--- config.mk ---
export PLATFORM = sky130hd
export DESIGN_NAME = wdt_prescaled
export DESIGN_NICKNAME = d
export VERILOG_FILES = /design/src/rtl/wdt_pkg.sv /design/src/rtl/wdt_ctrl_reg.sv /design/src/rtl/wdt_prescaler.sv /design/src/rtl/wdt_timer.sv /design/src/rtl/wdt_prescaled.sv
export SDC_FILE = /design/constraint.sdc
export NUM_CORES = 1
export LEC_CHECK = 0
export BUFFER_PORTS_ARGS = -buffer_cell sky130_fd_sc_hd__buf_4
export CAP_MARGIN = 20
export CORE_ASPECT_RATIO = 0.7
export CORE_MARGIN = 5
export CORE_UTILIZATION = 40
export DETAILED_ROUTE_END_ITERATION = 10
export PLACE_DENSITY_LB_ADDON = 0.3
export SLEW_MARGIN = 20
export SYNTH_ARGS = -nofsm -noshare
export SYNTH_HDL_FRONTEND = slang
export SYNTH_SLANG_ARGS = --single-unit
--- constraint.sdc ---
create_clock -name clk -period 5.3 [get_ports clk]
set_input_delay 0.53 -clock clk [delete_from_list [all_inputs] [get_ports clk]]
set_output_delay 0.53 -clock clk [all_outputs]
set_load 0.02 [all_outputs]
--- src/rtl/wdt_pkg.sv ---
package wdt_pkg;
   localparam int SEL_W = 3;
   localparam int PRE_W = 8;   // widest prescaler ratio is 2^8

   // log2 of the divide ratio; codes 1 and 2 are deliberately swapped
   function automatic logic [3:0] ratio_log2(input logic [SEL_W-1:0] code);
      logic [3:0] r;
      case (code)
         3'd1:    r = 4'd3;
         3'd2:    r = 4'd2;
         default: r = 4'({1'b0, code}) + 4'd1;
      endcase
      return r;
   endfunction
endpackage

--- src/rtl/wdt_ctrl_reg.sv ---
module wdt_ctrl_reg
   import wdt_pkg::*;
#(
   parameter int AW = 8,
   parameter int DW = 8,
   parameter logic [AW-1:0] REG_ADDR = 8'h8F
)(
   input  logic             clk,
   input  logic             rst_n,
   input  logic             mc_tick,
   input  logic             fire,
   input  logic [AW-1:0]    sfr_addr,
   input  logic             sfr_wr,
   input  logic [DW-1:0]    sfr_wdata,
   output logic [DW-1:0]    sfr_rdata,
   output logic             en_q,
   output logic             clr_q,
   output logic             idl_q,
   output logic [SEL_W-1:0] sel_q
);
   localparam int EN_B  = DW - 1;
   localparam int CLR_B = DW - 2;
   localparam int IDL_B = DW - 3;

   if (DW != 8) begin : g_bad_dw
      $error("wdt_ctrl_reg: DW must be 8");
   end

   logic hit;
   assign hit = (sfr_addr == REG_ADDR);

   always_ff @(posedge clk or negedge rst_n) begin
      if (!rst_n) begin
         en_q  <= 1'b0;
         clr_q <= 1'b0;
         idl_q <= 1'b0;
         sel_q <= '0;
      end else if (fire) begin
         en_q  <= 1'b0;
         clr_q <= 1'b0;
         idl_q <= 1'b0;
         sel_q <= '0;
      end else begin
         clr_q <= (clr_q & ~mc_tick) | (sfr_wr & hit & sfr_wdata[CLR_B]);
         if (sfr_wr && hit) begin
            en_q  <= sfr_wdata[EN_B];
            idl_q <= sfr_wdata[IDL_B];
            sel_q <= sfr_wdata[SEL_W-1:0];
         end
      end
   end

   always_comb begin
      sfr_rdata = '0;
      if (hit) begin
         sfr_rdata[EN_B]        = en_q;
         sfr_rdata[CLR_B]       = clr_q;
         sfr_rdata[IDL_B]       = idl_q;
         sfr_rdata[SEL_W-1:0]   = sel_q;
      end
   end


   clr_self_chk: assert property (@(posedge clk) disable iff (!rst_n)
      (clr_q && mc_tick && !(sfr_wr && hit && sfr_wdata[CLR_B])) |=> !clr_q);
endmodule

--- src/rtl/wdt_prescaler.sv ---
module wdt_prescaler
   import wdt_pkg::*;
(
   input  logic             clk,
   input  logic             rst_n,
   input  logic             mc_tick,
   input  logic             run,
   input  logic             clr_go,
   input  logic [SEL_W-1:0] sel,
   output logic             step
);
   logic [PRE_W-1:0] pre_q;
   logic [SEL_W-1:0] sel_act;
   logic [PRE_W-1:0] lim;

   assign lim  = PRE_W'((32'd1 << ratio_log2(sel_act)) - 32'd1);
   assign step = mc_tick && run && !clr_go && (pre_q == lim);

   always_ff @(posedge clk or negedge rst_n) begin
      if (!rst_n) begin
         pre_q   <= '0;
         sel_act <= '0;
      end else begin
         if (pre_q == '0)
            sel_act <= sel;
         if (clr_go)
            pre_q <= '0;
         else if (step)
            pre_q <= '0;
         else if (mc_tick && run)
            pre_q <= pre_q + 1'b1;
      end
   end


   pre_hold_chk: assert property (@(posedge clk) disable iff (!rst_n)
      (!run && !clr_go) |=> $stable(pre_q));

   sel_hold_chk: assert property (@(posedge clk) disable iff (!rst_n)
      (pre_q != '0) |=> $stable(sel_act));
endmodule

--- src/rtl/wdt_timer.sv ---
module wdt_timer #(
   parameter int TMR_W = 14
)(
   input  logic clk,
   input  logic rst_n,
   input  logic step,
   input  logic clr_go,
   output logic fire
);
   if (TMR_W < 2) begin : g_bad_tw
      $error("wdt_timer: TMR_W must be at least 2");
   end

   logic [TMR_W-1:0] tmr_q;

   assign fire = step && (&tmr_q);

   always_ff @(posedge clk or negedge rst_n) begin
      if (!rst_n)
         tmr_q <= '0;
      else if (clr_go)
         tmr_q <= '0;
      else if (step)
         tmr_q <= tmr_q + 1'b1;
   end


   tmr_step_chk: assert property (@(posedge clk) disable iff (!rst_n)
      (step && !clr_go) |=> (tmr_q == TMR_W'($past(tmr_q) + 1'b1)));

   tmr_clr_chk: assert property (@(posedge clk) disable iff (!rst_n)
      clr_go |=> (tmr_q == '0));

   tmr_hold_chk: assert property (@(posedge clk) disable iff (!rst_n)
      (!step && !clr_go) |=> $stable(tmr_q));
endmodule

--- src/rtl/wdt_prescaled.sv ---
module wdt_prescaled
   import wdt_pkg::*;
#(
   parameter int TMR_W = 14,
   parameter logic [7:0] REG_ADDR = 8'h8F
)(
   input  logic       clk,
   input  logic       rst_n,
   input  logic       mc_tick,
   input  logic       idle,
   input  logic [7:0] sfr_addr,
   input  logic       sfr_wr,
   input  logic [7:0] sfr_wdata,
   output logic [7:0] sfr_rdata,
   output logic       wdt_rst_req
);
   logic             en_q, clr_q, idl_q, run, clr_go, step, fire;
   logic [SEL_W-1:0] sel_q;

   assign run    = en_q && (!idle || idl_q) && !wdt_rst_req;
   assign clr_go = clr_q && mc_tick;

   wdt_ctrl_reg #(.AW(8), .DW(8), .REG_ADDR(REG_ADDR)) u_ctrl (
      .clk(clk), .rst_n(rst_n), .mc_tick(mc_tick), .fire(fire),
      .sfr_addr(sfr_addr), .sfr_wr(sfr_wr), .sfr_wdata(sfr_wdata),
      .sfr_rdata(sfr_rdata), .en_q(en_q), .clr_q(clr_q),
      .idl_q(idl_q), .sel_q(sel_q)
   );

   wdt_prescaler u_pre (
      .clk(clk), .rst_n(rst_n), .mc_tick(mc_tick), .run(run),
      .clr_go(clr_go), .sel(sel_q), .step(step)
   );

   wdt_timer #(.TMR_W(TMR_W)) u_tmr (
      .clk(clk), .rst_n(rst_n), .step(step), .clr_go(clr_go), .fire(fire)
   );

   always_ff @(posedge clk or negedge rst_n) begin
      if (!rst_n)
         wdt_rst_req <= 1'b0;
      else if (fire)
         wdt_rst_req <= 1'b1;
      else if (mc_tick)
         wdt_rst_req <= 1'b0;
   end


   req_len_chk: assert property (@(posedge clk) disable iff (!rst_n)
      (wdt_rst_req && mc_tick) |=> !wdt_rst_req);

   req_clears_chk: assert property (@(posedge clk) disable iff (!rst_n)
      $rose(wdt_rst_req) |-> !en_q);

   req_needs_en_chk: assert property (@(posedge clk) disable iff (!rst_n)
      $rose(wdt_rst_req) |-> $past(en_q));
endmodule

# == Word-level counts from Yosys, hierarchy flattened ==
# Cells that the tools add are included.
# totals
regBits,32
in_bits,21
out_inout_bits,9
wordCells,57
# op_classes
n_addsub,4
eq_ne,4
shifts,1
muxes,17
bitwise_logic,5
reduce_logical,18
# op_table
op,n
2-to-1 mux 14 bit,2
2-to-1 mux 8 bit,3
adder 14 x 1 -> 14 bit (second input constant),1
AND reduction 14 bit,1
2-to-1 mux 3 bit,4
adder 8 x 1 -> 8 bit (second input constant),1
== test 8 bit,1
== test 8 bit (second input constant),1
logical AND 1 bit,8
zero test 8 bit,1
case mux 4 bit (2 select lines),1
<< shifter 1 x 4 -> 8 bit (first input constant),1
subtractor 8 x 1 -> 8 bit (second input constant),1
2-to-1 mux 1 bit,7
nonzero test 2 bit,3
adder 3 x 1 -> 4 bit (second input constant),1
AND 1 bit,3
== test 3 x 1 -> 1 bit (second input constant),1
== test 3 x 2 -> 1 bit (second input constant),1
zero test 1 bit,3
nonzero test 3 bit,1
logical OR 1 bit,1
inverter 1 bit,1
OR 1 bit,1

# == Depth between registers and ports, before layout ==
# logic_depth
depth_word,9
mapped_depth,15
depth_no_buf,13

# == Cells and area by module ==
# Synthesis repeated with hierarchy kept, for this count alone.
# unflattened
cells_unflattened,240
area_unflattened_um2,2218.4
# by_module_without_submodules
module,instances,cells_each,area_each_um2,seq_area_each_um2
wdt_prescaler,1,123,1042.2,275.3
wdt_timer,1,71,725.7,350.3
wdt_ctrl_reg,1,40,381.6,150.1
wdt_prescaled,1,6,68.8,25.0

# == Worst setup path before layout ==
# OpenSTA, ideal clock, no wires.
# synth_timing
path_type,register -> register
startpoint,reg u_pre.sel_act[1]
endpoint,reg u_tmr.tmr_q[12]
setup_ns,0.077
t_arrival_ns,3.497
t_required_ns,5.223
setup_slack_ns,1.725
stages_incl_launch_ff,15
path_buffers,1
period_less_slack_ns,3.575
path_cell_list,dfrtp_1 inv_1 ha_1 nor4b_4 nor2_1 nand2_1 ha_1 xor2_1 a2111oi_1 a41oi_1 o32a_1 or4_1 buf_2 or4_1 a21oi_1
# synth_between
elab_chain_len,7
word_cells_on_any_way,9
classes_between,add/sub: 2; eq/ne: 3; shift: 1; mux: 1; reduce/logical: 2
# synth_rtl
element,line_no,text
"start, declared",wdt_prescaler.sv:13,logic [SEL_W-1:0] sel_act;
"start signal, assigned",wdt_prescaler.sv:25,sel_act <= sel;
adder 3 x 1 -> 4 bit (tied with other cells),wdt_pkg.sv:11,"default: r = 4'({1'b0, code}) + 4'd1;"
case mux 4 bit (2 select lines) (*),wdt_pkg.sv:8,case (code)
<< shifter 1 x 4 -> 8 bit (*),wdt_prescaler.sv:16,assign lim = PRE_W'((32'd1 << ratio_log2(sel_act)) - 32'd1);
subtractor 8 x 1 -> 8 bit (*),wdt_prescaler.sv:16,
== test 8 bit (*),wdt_prescaler.sv:17,assign step = mc_tick && run && !clr_go && (pre_q == lim);
logical AND 1 bit (*),wdt_prescaler.sv:17,
nonzero test 2 bit (no source line) (*),n/a,
"end signal, assigned",wdt_timer.sv:24,tmr_q <= tmr_q + 1'b1;
"end, declared",wdt_timer.sv:14,logic [TMR_W-1:0] tmr_q;
# Mark *: on every way between the ends. The rest lies on a longest branch, timed or not.
# A chain may end at the register's enable or synchronous reset.

# == Final worst setup path ==
# layout_timing
startpoint,reg u_pre.sel_act[1]
endpoint,reg u_ctrl.sel_q[2]
# layout_between
elab_chain_len,8
word_cells_on_any_way,11
classes_between,add/sub: 2; eq/ne: 3; shift: 1; mux: 2; reduce/logical: 3
# layout_rtl
element,line_no,text
adder 3 x 1 -> 4 bit (tied with other cells),wdt_pkg.sv:11,
case mux 4 bit (2 select lines) (*),wdt_pkg.sv:8,
<< shifter 1 x 4 -> 8 bit (*),wdt_prescaler.sv:16,
subtractor 8 x 1 -> 8 bit (*),wdt_prescaler.sv:16,
== test 8 bit (*),wdt_prescaler.sv:17,
logical AND 1 bit (*),wdt_prescaler.sv:17,
logical AND 1 bit (*),wdt_timer.sv:16,assign fire = step && (&tmr_q);
2-to-1 mux 3 bit / nonzero test 2 bit (equally long branches),n/a,
"end signal, assigned",wdt_ctrl_reg.sv:48,sel_q <= sfr_wdata[SEL_W-1:0];
"end, declared",wdt_ctrl_reg.sv:19,output logic [SEL_W-1:0] sel_q
# Marks and branches as above.

==> reports/results.ini <==
[die]
rows = 22
die_w_um = 99.04
core_area_mm2 = 0.005313
boundaryPins = 30
start_util = 0.4178
die_y_um = 72.33
dieArea_mm2 = 0.007163

[sta]
fin_worst_skew_ns = 0.01007
period_minus_slack_ns = 4.195
tightest_slew_ns = 0.8485
max_freq_ghz = 0.2384
finalSetupViolCount = 0
finalHoldViolations = 0
drv_slew = 0
rsz0062_at_grt = no
fin_ws_ns = 1.105
finalCritPeriodShare = 0.7915
tns_ns = 0
maxSlewHeadroom = 0.4328

[critical_path]
reg2reg_depth = 13
required_ns = 5.44
cp_slowest_cell = nor4_2
path_buf_inv = 1
worstSetupEndpointType = register
crit_fanout = 14
cpMostUsedCell = ha_1
cp_data_arrival_time_ns = 4.33
reg2reg_from = u_pre.sel_act[1]
critPathMaxStageDelay_ns = 0.70
critical_path_class = reg -> reg
worstSetupStartpointType = register
critical-path-top-delay-family = simple AND/OR/NAND/NOR gates
worstReg2RegEnd = u_ctrl.sel_q[2]
worstPathCellList = inv_1, ha_1, nor4b_4, nor2_1, nand2_1, ha_1, xor2_1, a2111oi_1, a41oi_1, o32a_1, or3b_1, nor4_2, a21oi_1
r2r_slack_ns = 1.11

[power_and_ir_drop]
pwr-share-seq = 0.361
clock_power_share = 0.336
swShare = 0.3328
internal_power_uw = 507.0
leakage_uw = 0.001194
powerDensity_mw_per_mm2 = 293.8
power_frac_comb = 0.303
switchingPower_uw = 252.9
vdd_drop_max_v = 0.0001187

[clock_network]
cts_setup_buffers = 0
tritoncts = done
clockRootBuffer = clkbuf_8
ctsResizeCount = 0
h-tree-depth = 2
cts_sinks = 32
numCtsBuffers = 5
cts.clk_slew.worst_paths_ns = 0.07
hold_buffers = 0
clk_latency_ns = 0.29
cts.path.max_buffers = 2

[finish]
fillCellCount = 507
area_delta_synth_final_pct = 16.52
n_antenna_cell = 0
drive_above_1_share = 0.1642
multi_input_area_mm2 = 0.001329
regArea_um2 = 800.8
final_cell_mix = dfrtp_1, nand2_1, buf_4
num-nets-final = 303
final_common_cell = dfrtp_1

[detailed_routing]
drc = 0
ant_nets = 0
firstDrtPassIters = 4
via_per_inst = 5.332
wl_per_cell_um = 13.96
num_vias = 1845
drt_wl_total_mm = 4.829
drt_iter0_drc = 179

[placed_design]
dp_hpwl_mm = 3.600
pre_cts_ws_ns = 1.123
portBuffers = 25
place.gp.congestion = 0.8062

[logic_synthesis]
async_flop_share = 1.000
ys_seq_elements = 32
syn_area_per_cell_um2 = 8.914
synthCells = 249
synthDistinctLibCells = 55
synth_flop_cell = dfrtp_1
synth-edff-count = 0
synth_area_mm2 = 0.002220
yosysSeqAreaShare = 0.3608
ys_warn_count = 0

[flow_run]
max_cap_viol_count = 0

[global_route]
grt_pass1_vias = 1707
overflow = 0
antenna_found_initial = 0
grtUsageTotal = 0.1420
grt_max_degree = 33
grt_pass1_wl_mm = 8.176

[worst_hold_path]
hold_path_class = in -> async

[outcome]
outcome = completed

kinds of logic after synthesis:
logic type | count (synthesis) | synth area share
compound gates | 51 | 0.1663
xor+xnor | 15 | 0.07215
fa+ha+maj | 9 | 0.05073
buf+inv | 21 | 0.04228
flops | 32 | 0.3608
mux | 8 | 0.04058
other cells | 1 | 0.001689
simple gates | 112 | 0.2655
metrics by stage:
| step | hold WS (ns) | power, uW | cells | util | instance area, um2 |
|---|---|---|---|---|---|
| 2_1_floorplan | 0.2344 | 464.3 | 250 | - | 2223 |
| 3_3_place_gp | 0.4975 | 503.4 | 338 | 0.4630 | 2460 |
| 3_5_place_dp | 0.4959 | 506.5 | 338 | 0.4630 | 2460 |
| 4_1_cts | 0.1829 | 766.4 | 346 | 0.4868 | 2586 |
| 5_1_grt | 0.2070 | 802.8 | 346 | 0.4868 | 2586 |
| 6_report | 0.1716 | 759.9 | 346 | 0.4868 | 2586 |
power by group through the flow:
stage / clock [uW] / sequential, uW / combinational [uW]
floorplan: 0 / 273 / 191
global placement: 0 / 278 / 226
detailed placement: 0 / 278 / 228
CTS: 263 / 274 / 230
global route: 275 / 277 / 251
finish: 256 / 274 / 230
sequential cells by signal, summed over array words and instances (netlist names):
signal and flops:
u_ctrl.clr_q 1, wdt_rst_req 1, u_ctrl.en_q 1, u_pre.pre_q 8
u_pre.sel_act 3, u_ctrl.idl_q 1, u_tmr.tmr_q 14, u_ctrl.sel_q 3
metal layers:
metal	part of all wire	track usage	up-vias
met2	0.38	0.1868	53
met1	0.54	0.2188	842
met5	0	0	-
li1	-	-	942
met3	0.067	0.04035	8
met4	0.013	0.04545	0
cell usage after synthesis (2+ instances only):
library cell  instances  share of area
a211oi_1              3          0.010
a21o_1                4          0.014
a21oi_1              11          0.025
and2_1                8          0.023
and3_1                3         0.0085
buf_2                 3         0.0068
buf_4                 3          0.010
clkbuf_1              5         0.0085
dfrtp_1              32           0.36
ha_1                  9          0.051
inv_1                10          0.017
mux2_2                4          0.020
mux2i_1               3          0.014
nand2_1              29          0.049
nand2b_1              7          0.020
nand3_1              18          0.041
nand4_1               2         0.0056
nor2_1               20          0.034
nor2b_1               4          0.011
nor3_1                3         0.0068
nor3b_1               2         0.0068
nor4_1                4          0.011
o21a_1                2         0.0068
o21ai_0               4         0.0090
o21ai_1               2         0.0045
o22ai_1               2         0.0056
o311ai_1              4          0.016
o31ai_1               3          0.010
o41ai_1               4          0.016
or2_2                 2         0.0056
or3_1                 2         0.0056
or4_1                 3          0.010
xnor2_1               4          0.016
xor2_1                9          0.036
how the worst max path moves through the flow:
stage                      from         endpoint  slack (ns)  depth (start not counted)
6_report       u_pre.sel_act[1]  u_ctrl.sel_q[2]        1.11                         13
5_1_grt        u_pre.sel_act[1]     u_ctrl.idl_q        0.72                         13
4_1_cts        u_pre.sel_act[1]  u_ctrl.sel_q[2]        1.11                         13
3_5_place_dp   u_pre.sel_act[1]     u_ctrl.idl_q        1.12                         13
3_3_place_gp   u_pre.sel_act[1]  u_ctrl.sel_q[0]        1.22                         13
2_1_floorplan  u_pre.sel_act[1]  u_tmr.tmr_q[12]        1.73                         14
cell type report:
cell class              count  area share
inverters                  10     0.01451
flip-flops and latches     32      0.3096
clock buffers               7     0.03725
repair buffers             27     0.07837
multi-input cells         197      0.5138
well taps                  72     0.03483
clock inverters             1     0.01161
Power figures use the tool's default switching activity.
